--- config.mk ---
export PLATFORM = sky130hd
export DESIGN_NAME = dma_irq_status
export DESIGN_NICKNAME = d
export VERILOG_FILES = /design/src/rtl/dma_irq_pkg.sv /design/src/rtl/dma_irq_err_track.sv /design/src/rtl/dma_irq_completion.sv /design/src/rtl/dma_irq_w1c_bit.sv /design/src/rtl/dma_irq_status.sv
export SDC_FILE = /design/constraint.sdc
export NUM_CORES = 1
export LEC_CHECK = 0
export BUFFER_PORTS_ARGS = -buffer_cell sky130_fd_sc_hd__buf_2
export CAP_MARGIN = 10
export CORE_AREA = 2 2 39 41
export CTS_BUF_LIST = sky130_fd_sc_hd__clkbuf_16
export DETAILED_ROUTE_END_ITERATION = 10
export DIE_AREA = 0 0 41 43
export PLACE_DENSITY = 0.76
export SLEW_MARGIN = 20
export SYNTH_ARGS = -nofsm -noshare
export SYNTH_HDL_FRONTEND = slang
export SYNTH_SLANG_ARGS = --single-unit
--- constraint.sdc ---
create_clock -name clk -period 1.57 [get_ports clk]
set_input_delay 0.0785 -clock clk [delete_from_list [all_inputs] [get_ports clk]]
set_output_delay 0.0785 -clock clk [all_outputs]
set_load 0.05 [all_outputs]
--- src/rtl/dma_irq_pkg.sv ---
// Package dma_irq_pkg
// Shared widths, status bit positions and the completion classification
// used by the DMA channel interrupt status logic.
package dma_irq_pkg;
    localparam int ST_W    = 7;   // status vector width
    localparam int NUM_ERR = 4;   // fault sources
    localparam int B_ACT   = 0;   // active
    localparam int B_EOT   = 1;   // end of transfer
    localparam int B_EOC   = 2;   // end of chain
    localparam int B_ERR0  = 3;   // first fault bit (master, target, parity, internal)

    typedef enum logic [1:0] {
        CMP_NONE = 2'd0,
        CMP_EOT  = 2'd1,
        CMP_EOC  = 2'd2
    } cmp_kind_e;
endpackage

--- src/rtl/dma_irq_err_track.sv ---
// Module dma_irq_err_track
// Keeps the per-descriptor fault memory. The memory is set by any fault pulse and
// cleared when a descriptor begins. If a fault and a begin land in the same
// cycle, the fault wins.
// Assumes: fault inputs are single-cycle pulses synchronous to clk.
module dma_irq_err_track #(
    parameter int NUM_ERR = dma_irq_pkg::NUM_ERR
) (
    input  logic               clk,
    input  logic               rst_n,
    input  logic [NUM_ERR-1:0] err_vec,
    input  logic               desc_begin,
    output logic               err_any,
    output logic               err_seen
);
    // Any fault source active this cycle.
    always_comb err_any = |err_vec;

    // Fault memory register for the current descriptor.
    always_ff @(posedge clk) begin
        if (!rst_n)
            err_seen <= 1'b0;
        else if (err_any)
            err_seen <= 1'b1;
        else if (desc_begin)
            err_seen <= 1'b0;
    end

    a_r7_fault_remembered: assert property (@(posedge clk) disable iff (!rst_n)
        err_any |=> err_seen);
    a_r8_begin_forgets: assert property (@(posedge clk) disable iff (!rst_n)
        (desc_begin && !err_any) |=> !err_seen);
endmodule

--- src/rtl/dma_irq_completion.sv ---
// Module dma_irq_completion
// Sorts a finished descriptor as end of transfer or end of chain and gates
// the report with interrupt-enable and the fault state.
// Assumes: byte count, successor flag and enable are valid with desc_done.
module dma_irq_completion
    import dma_irq_pkg::*;
#(
    parameter int CNT_W = 16
) (
    input  logic             desc_done,
    input  logic [CNT_W-1:0] byte_cnt,
    input  logic             next_null,
    input  logic             ie,
    input  logic             err_seen,
    input  logic             err_now,
    output cmp_kind_e        kind,
    output logic             eot_set,
    output logic             eoc_set,
    output logic             chain_end
);
    logic clean;

    // Sort the finish event by byte count and successor.
    always_comb begin
        kind = CMP_NONE;
        if (desc_done && (byte_cnt == '0))
            kind = next_null ? CMP_EOC : CMP_EOT;
    end

    // Gate the report with enable and the fault state; the chain end always counts.
    always_comb begin
        clean     = !err_seen && !err_now;
        eot_set   = (kind == CMP_EOT) && ie && clean;
        eoc_set   = (kind == CMP_EOC) && ie && clean;
        chain_end = (kind == CMP_EOC);
    end
endmodule

--- src/rtl/dma_irq_w1c_bit.sv ---
// Module dma_irq_w1c_bit
// One status flag that is set by an event and cleared by a write of one.
// If both happen in the same cycle, the set wins.
// Assumes: set and clr are synchronous to clk.
module dma_irq_w1c_bit (
    input  logic clk,
    input  logic rst_n,
    input  logic set,
    input  logic clr,
    output logic q
);
    // Flag register with set priority over clear.
    always_ff @(posedge clk) begin
        if (!rst_n)
            q <= 1'b0;
        else if (set)
            q <= 1'b1;
        else if (clr)
            q <= 1'b0;
    end

    a_r10_set_wins: assert property (@(posedge clk) disable iff (!rst_n)
        set |=> q);
    a_r10_clear_works: assert property (@(posedge clk) disable iff (!rst_n)
        (clr && !set) |=> !q);
endmodule

--- src/rtl/dma_irq_status.sv ---
// Module dma_irq_status (top)
// Status flags and level interrupt of one descriptor-chained DMA channel.
// Bit 0 is active, bit 1 end of transfer, bit 2 end of chain, and bits 3 to 6
// are the faults. Bits 1 to 6 are write-one-to-clear and feed irq.
// Assumes: event inputs are single-cycle pulses, and chan_start never coincides
// with a finish pulse that ends the chain.
module dma_irq_status
    import dma_irq_pkg::*;
#(
    parameter int CNT_W = 16
) (
    input  logic             clk,
    input  logic             rst_n,
    input  logic             chan_start,
    input  logic             desc_start,
    input  logic             desc_done,
    input  logic [CNT_W-1:0] desc_byte_cnt,
    input  logic             desc_next_null,
    input  logic             desc_ie,
    input  logic             err_master_abort,
    input  logic             err_target_abort,
    input  logic             err_parity,
    input  logic             err_internal,
    input  logic             csr_wr_en,
    input  logic [ST_W-1:0]  csr_wr_data,
    output logic [ST_W-1:0]  status,
    output logic             irq
);
    localparam int NUM_IRQ_BITS = ST_W - 1;

    logic [NUM_ERR-1:0] err_vec;
    logic               err_any;
    logic               err_seen;
    cmp_kind_e          kind;
    logic               eot_set;
    logic               eoc_set;
    logic               chain_end;
    logic               active_q;
    logic [ST_W-1:0]    set_vec;
    logic [ST_W-1:0]    clr_vec;
    logic [ST_W-1:0]    flag_q;

    // Collect the fault pulses in status bit order.
    always_comb err_vec = {err_internal, err_parity, err_target_abort, err_master_abort};

    dma_irq_err_track #(.NUM_ERR(NUM_ERR)) u_err (
        .clk       (clk),
        .rst_n     (rst_n),
        .err_vec   (err_vec),
        .desc_begin(desc_start | chan_start),
        .err_any   (err_any),
        .err_seen  (err_seen)
    );

    dma_irq_completion #(.CNT_W(CNT_W)) u_cmp (
        .desc_done(desc_done),
        .byte_cnt (desc_byte_cnt),
        .next_null(desc_next_null),
        .ie       (desc_ie),
        .err_seen (err_seen),
        .err_now  (err_any),
        .kind     (kind),
        .eot_set  (eot_set),
        .eoc_set  (eoc_set),
        .chain_end(chain_end)
    );

    // Active flag: set by a channel start, cleared at the chain end.
    always_ff @(posedge clk) begin
        if (!rst_n)
            active_q <= 1'b0;
        else if (chan_start)
            active_q <= 1'b1;
        else if (chain_end)
            active_q <= 1'b0;
    end

    // Build the set and clear vectors for the write-one-to-clear bits.
    always_comb begin
        set_vec = '0;
        set_vec[B_EOT] = eot_set;
        set_vec[B_EOC] = eoc_set;
        set_vec[B_ERR0 +: NUM_ERR] = err_vec;
        clr_vec = csr_wr_en ? csr_wr_data : '0;
        clr_vec[B_ACT] = 1'b0;
    end

    for (genvar g = 1; g < ST_W; g++) begin : g_flag
        dma_irq_w1c_bit u_bit (
            .clk  (clk),
            .rst_n(rst_n),
            .set  (set_vec[g]),
            .clr  (clr_vec[g]),
            .q    (flag_q[g])
        );
    end

    // Assemble the outputs; the level interrupt comes from the registered flags.
    always_comb begin
        status        = flag_q;
        status[B_ACT] = active_q;
        irq           = |flag_q[ST_W-1:1];
    end

    // flag_q bit 0 is unused; tie it off.
    assign flag_q[0] = 1'b0;

    a_r2_start_sets_active: assert property (@(posedge clk) disable iff (!rst_n)
        chan_start |=> status[B_ACT]);
    a_r4_chain_end_idles: assert property (@(posedge clk) disable iff (!rst_n)
        (desc_done && desc_byte_cnt == '0 && desc_next_null && !chan_start) |=> !status[B_ACT]);
    a_r5_no_eot_when_disabled: assert property (@(posedge clk) disable iff (!rst_n)
        (!desc_ie && !status[B_EOT]) |=> !status[B_EOT]);
    a_r5_no_eoc_when_disabled: assert property (@(posedge clk) disable iff (!rst_n)
        (!desc_ie && !status[B_EOC]) |=> !status[B_EOC]);
    a_r7_fault_blocks_eot: assert property (@(posedge clk) disable iff (!rst_n)
        (err_any && !status[B_EOT]) |=> !status[B_EOT]);
    a_r9_fault_raises_irq: assert property (@(posedge clk) disable iff (!rst_n)
        err_any |=> irq);
    a_r8_partial_no_completion: assert property (@(posedge clk) disable iff (!rst_n)
        (desc_done && desc_byte_cnt != '0 && !status[B_EOC]) |=> !status[B_EOC]);
endmodule

### Word-level counts from Yosys, hierarchy flattened

Index checks and enable logic that the tools add are counted.

* eq/ne operators: 2
* mux-type cells: 19
* bitwise gates (word level): 1
* reductions and logical operators: 19

Operator list (number)
* 16-bit logical NOT: 1
* 1-bit two-way mux: 16
* 2-bit nonzero test: 8
* 7-bit two-way mux: 1
* 1-bit logical AND: 6
* 6-bit OR reduction: 1
* 2-bit two-way mux: 2
* 4-bit OR reduction: 1
* 2-bit by 1-bit == test with 1-bit output (second input constant): 1
* 2-bit == test (second input constant): 1
* 1-bit logical NOT: 2
* 1-bit OR: 1

* register bits: 8
* output and inout port bits: 8

### Logic depth before layout (Yosys ltp)

* word-level depth: 7
* depth in mapped cells: 3
* gate-level depth less buffers: 3

### By module

From an unflattened synthesis, not the netlist that was laid out.

* cells, all modules: 52
* area total of the unflattened synthesis: 498.0 sq um

Modules (own cells, without submodules)
* dma_irq_w1c_bit: instances 6, cells an instance 3, area an instance 41.3 sq um
* dma_irq_completion: instances 1, cells an instance 16, area an instance 106.4 sq um
* dma_irq_status: instances 1, cells an instance 14, area an instance 98.8 sq um
* dma_irq_err_track: instances 1, cells an instance 4, area an instance 45.0 sq um

### Worst setup path after synthesis

No wires, ideal clock.

* path kind: reg2out
* start point: register g_flag[6].u_bit.q
* end point: output port irq
* arrival: 0.881 ns
* data required time: 1.492 ns
* slack: 0.610 ns
* cell stages (with the launch flop): 3
* path buffers: 0
* cell sequence: dfxtp_1 > nor4_1 > nand2_1

* longest elaborated chain between the ends: 1

RTL lines
* start, declared: line dma_irq_w1c_bit.sv:10 `output logic q`
* start signal, assigned: line dma_irq_w1c_bit.sv:15 `q <= 1'b0;`
* start signal, assigned: line dma_irq_w1c_bit.sv:17 `q <= 1'b1;`
* start signal, assigned: line dma_irq_w1c_bit.sv:19 `q <= 1'b0;`
* 6-bit OR reduction: line dma_irq_status.sv:102 `irq = |flag_q[ST_W-1:1];`
* end, declared: line dma_irq_status.sv:27 `output logic irq`

Every way passes these cells.

### Worst setup path in the final report

Ends and elaborated chain as after synthesis.

==> results by stage <==
Worst setup path:
- The start point of the critical path is g_flag[6].u_bit.q.
- The critical path depth in cells is 3.
- The worst setup path is captured at an output port.
- Data on the critical path is required at its endpoint by 1.49 ns.
- The kind of start point of the critical path is a flip-flop.
- In this run the worst path has a maximum fanout of 3.
- The combined buffer and inverter count along the critical path is 1.
- For the worst setup path, the data arrival time is 1.10 ns.
- The setup path with the least slack is of type flip-flop to output port.
- The worst register-to-register path has a depth of 3.
- In this design, the stage delay of the slowest critical-path cell is 0.31 ns.
- Among cell families on the critical path, the largest total delay comes from simple AND/OR/NAND/NOR gates.
- Walking the worst path, the cells encountered are nor4_1 > nand2_1 > buf_2.
- The standard cell with the maximum stage delay on the critical path is sky130_fd_sc_hd__dfxtp_1.
- The worst register-to-register path has a setup slack of 0.75 ns.
- The launch point of the worst reg-to-reg path is u_err.err_seen.

STA:
- Measured against its own limit, the worst slew margin works out to 77.72%.
- Hold timing on the final database bottoms out at a slack of 0.1144 ns.
- The number of endpoints failing setup at the final stage is 0.
- The worst path needs 1.174 ns of the cycle, external delays included.
- For the pin with the worst max-slew slack, the measured transition is 0.3315 ns.
- The number of max-slew violations in the final report is 0.
- The worst path uses 74.76% of the clock period.
- After routing, the total negative slack on setup checks comes to 0 ns.
- The worst setup slack after layout is 0.3963 ns.
- Setup repair after global routing left no endpoint under its margin.
- Between clock sinks in the finished design, the worst skew comes to 0.0004641 ns.
- The hold violation count in the final report came to 0.
- Static timing analysis puts the maximum clock frequency at 0.8520 GHz.

Drt:
- The count of unresolved DRC violations after routing is 0.
- The wire length after detailed routing is 1.134 mm.
- In this run the remaining antenna-violating nets after routing total 0.
- The first-pass iteration count of the detailed router is 4.
- The first routing iteration left 5 violations.
- The count of vias placed by the detailed router is 511.
- The average via count per standard cell is 4.867.
- The routed length per instance is 10.80 um.

Clock network:
- The quantity of hold-fixing buffers added after cts is 0.
- The TritonCTS clock tree is yes.
- The count of H-tree levels built during CTS is 1.
- The clock reaches the later pin of the worst-skew pair after 0.23 ns.
- The clock net in this run drives a total of 8 sinks.
- The tree is rooted in a sky130_fd_sc_hd__clkbuf_16.
- The total clock buffers created by CTS is 3.
- The total setup buffers inserted after CTS is 0.
- The number of gates resized after cts is 0.
- After clock tree synthesis, the clock-pin slew on the worst setup and hold paths is 0.04 ns.
- The maximum count of clock buffers along a single path is 2.

Die:
- The area of the die is 0.001763 sq mm.
- The number of primary I/O pins is 43.
- The initial standard-cell utilization of the core is 33.18%.
- The die outline height is 43 um.
- The initialized floorplan defines 14 standard-cell rows.
- The horizontal extent of the die is 41 um.
- The total area inside the core boundary comes to 0.001384 sq mm.

Logic synthesis:
- Synthesis inferred 8 register bits.
- The synthesized design contains 0 enable-type register cells.
- When the netlist entered floorplanning its net count stood at 87.
- Yosys attributes the largest share of cell area to sky130_fd_sc_hd__dfxtp_1 (35%), sky130_fd_sc_hd__buf_4 (11%), sky130_fd_sc_hd__nor4_2 (8.2%).
- The register area share after synthesis is 34.88%.
- The cell count after synthesis came out at 52.
- The async set or reset register ratio after synthesis is 0%.
- The synthesized design devotes to its leading area cell type 34.88% of total area.
- The post-synthesis cell area is 459.2 sq um.
- sky130_fd_sc_hd__dfxtp_1 takes more of the synthesized area than any other cell.
- For this run, the number of Yosys warnings is 0.
- In this run, distinct cell masters in the synthesized netlist total 17.
- The synthesized area per cell is 8.831 sq um.
- For this run, the leading register cell type out of synthesis is sky130_fd_sc_hd__dfxtp_1.

Cells and area:
- Leaving out fill and tap cells, the most frequent cells in the layout are sky130_fd_sc_hd__buf_2 (41), sky130_fd_sc_hd__nand2_1 (8), sky130_fd_sc_hd__dfxtp_1 (8).
- The most common library cell in the layout ignoring fill and taps is sky130_fd_sc_hd__buf_2.
- Measured on the finished design, the core utilization comes to 51.09%.
- The filler cells instantiated in the layout total 131.
- Relative to the synthesized area, the layout overhead comes to 53.95%.
- 0 antenna diodes ended up in the layout.
- The post-route cell area is 706.9 sq um.
- The total number of nets in the final design is 126.
- Of the cells placed in the final design, the portion with a size suffix greater than 1 is 55.06%.

Min path:
- The worst hold path cell count is 3.
- The worst hold path belongs to the class input port to flip-flop.
- The startpoint identified for the worst hold timing path is err_target_abort.

Run:
- The tool flagged a number of max-cap violations equal to 0.

Global routing:
- The first global-routing pass estimated 1.538 mm of wire.
- The number of antenna violations at the first check in global routing came to 0.
- Summed over all layers, the global routing overflow is 0.
- The maximum number of pins on one net before global-route repair is 10.
- For this run, the total global-route usage over all layers was measured as 13.45%.
- The via count of the first global-routing pass came to 454.

Place:
- The count of buffers inserted at the top-level ports is 41.
- The placed standard-cell area is 631.9 sq um.
- The minimum setup slack after placement is 0.6066 ns.
- The congestion estimate from routability-driven global placement came to 0.6741.

Status:
- The run finished with clean final reports.

Pwr:
- The peak supply drop is 0.3605 mV.
- The leakage power of the design is 0.3370 nW.
- Dividing total power by cell area gives a power density of 1096 mW/mm^2.
[worst paths after layout]
path | endpoint
worst max-delay path | irq
worst min-delay path | g_flag[4].u_bit.q
worst max register to register | g_flag[1].u_bit.q
worst min register to register | u_err.err_seen
[tightest hold or removal path, cell delays in order]
cell and delay [ns]:
sky130_fd_sc_hd__buf_2 0.10, sky130_fd_sc_hd__a21oi_1 0.04, sky130_fd_sc_hd__nor2b_1 0.09
[power breakdown]
| group | leakage, nW | internal (W) | switching (W) |
|---|---|---|---|
| sequential | 0.0664 | 0.000215 | 0.00000624 |
| clock | 0.0370 | 0.000328 | 0.0000925 |
| combinational | 0.234 | 0.0000543 | 0.0000788 |
| total | 0.337 | 0.000597 | 0.000178 |
[synth_stat cells, types with 2 or more instances]
cell type                  number
sky130_fd_sc_hd__dfxtp_1        8
sky130_fd_sc_hd__nand2_1        8
sky130_fd_sc_hd__buf_4          7
sky130_fd_sc_hd__a21oi_1        4
sky130_fd_sc_hd__nor2b_1        4
sky130_fd_sc_hd__nand3_1        3
sky130_fd_sc_hd__nor2_1         3
sky130_fd_sc_hd__nor4_2         3
sky130_fd_sc_hd__nand4_1        2
sky130_fd_sc_hd__nand4b_1       2
sky130_fd_sc_hd__o21ai_1        2
[cell families after synthesis]
family	after synthesis	share of synthesized area (%)
and+or+nand+nor	29	43.05
AOI/OAI and AO/OA	8	10.63
buffers and inverters	7	11.44
DFF	8	34.88
[registers in the layout, indices dropped and copies added, names as in the netlist]
register,flops
u_err.err_seen,1
active_q,1
g_flag.u_bit.q,6
[metrics by stage]
step	instances	total power, W
4_1_cts	105	0.0007839
2_1_floorplan	52	0.0003048
6_report	105	0.0007749
3_3_place_gp	102	0.0003559
5_1_grt	105	0.0008137
3_5_place_dp	102	0.0003590
[cell type report]
class	instances	area, sq um	area share, %
clock buffers	3	75.07	10.62
multi-input cells	37	246.5	34.87
flip-flops and latches	8	160.2	22.65
well taps	16	20.02	2.832
repair buffers	41	205.2	29.03
[routing by layer]
metal  vias up  track usage [%]  wire length, um
met2        33            22.50              552
met5         -                0                0
met4         0            14.00               16
li1        257                -                -
met3         2            3.141              139
met1       219            11.25              426
(Power assumes the default switching activity.)
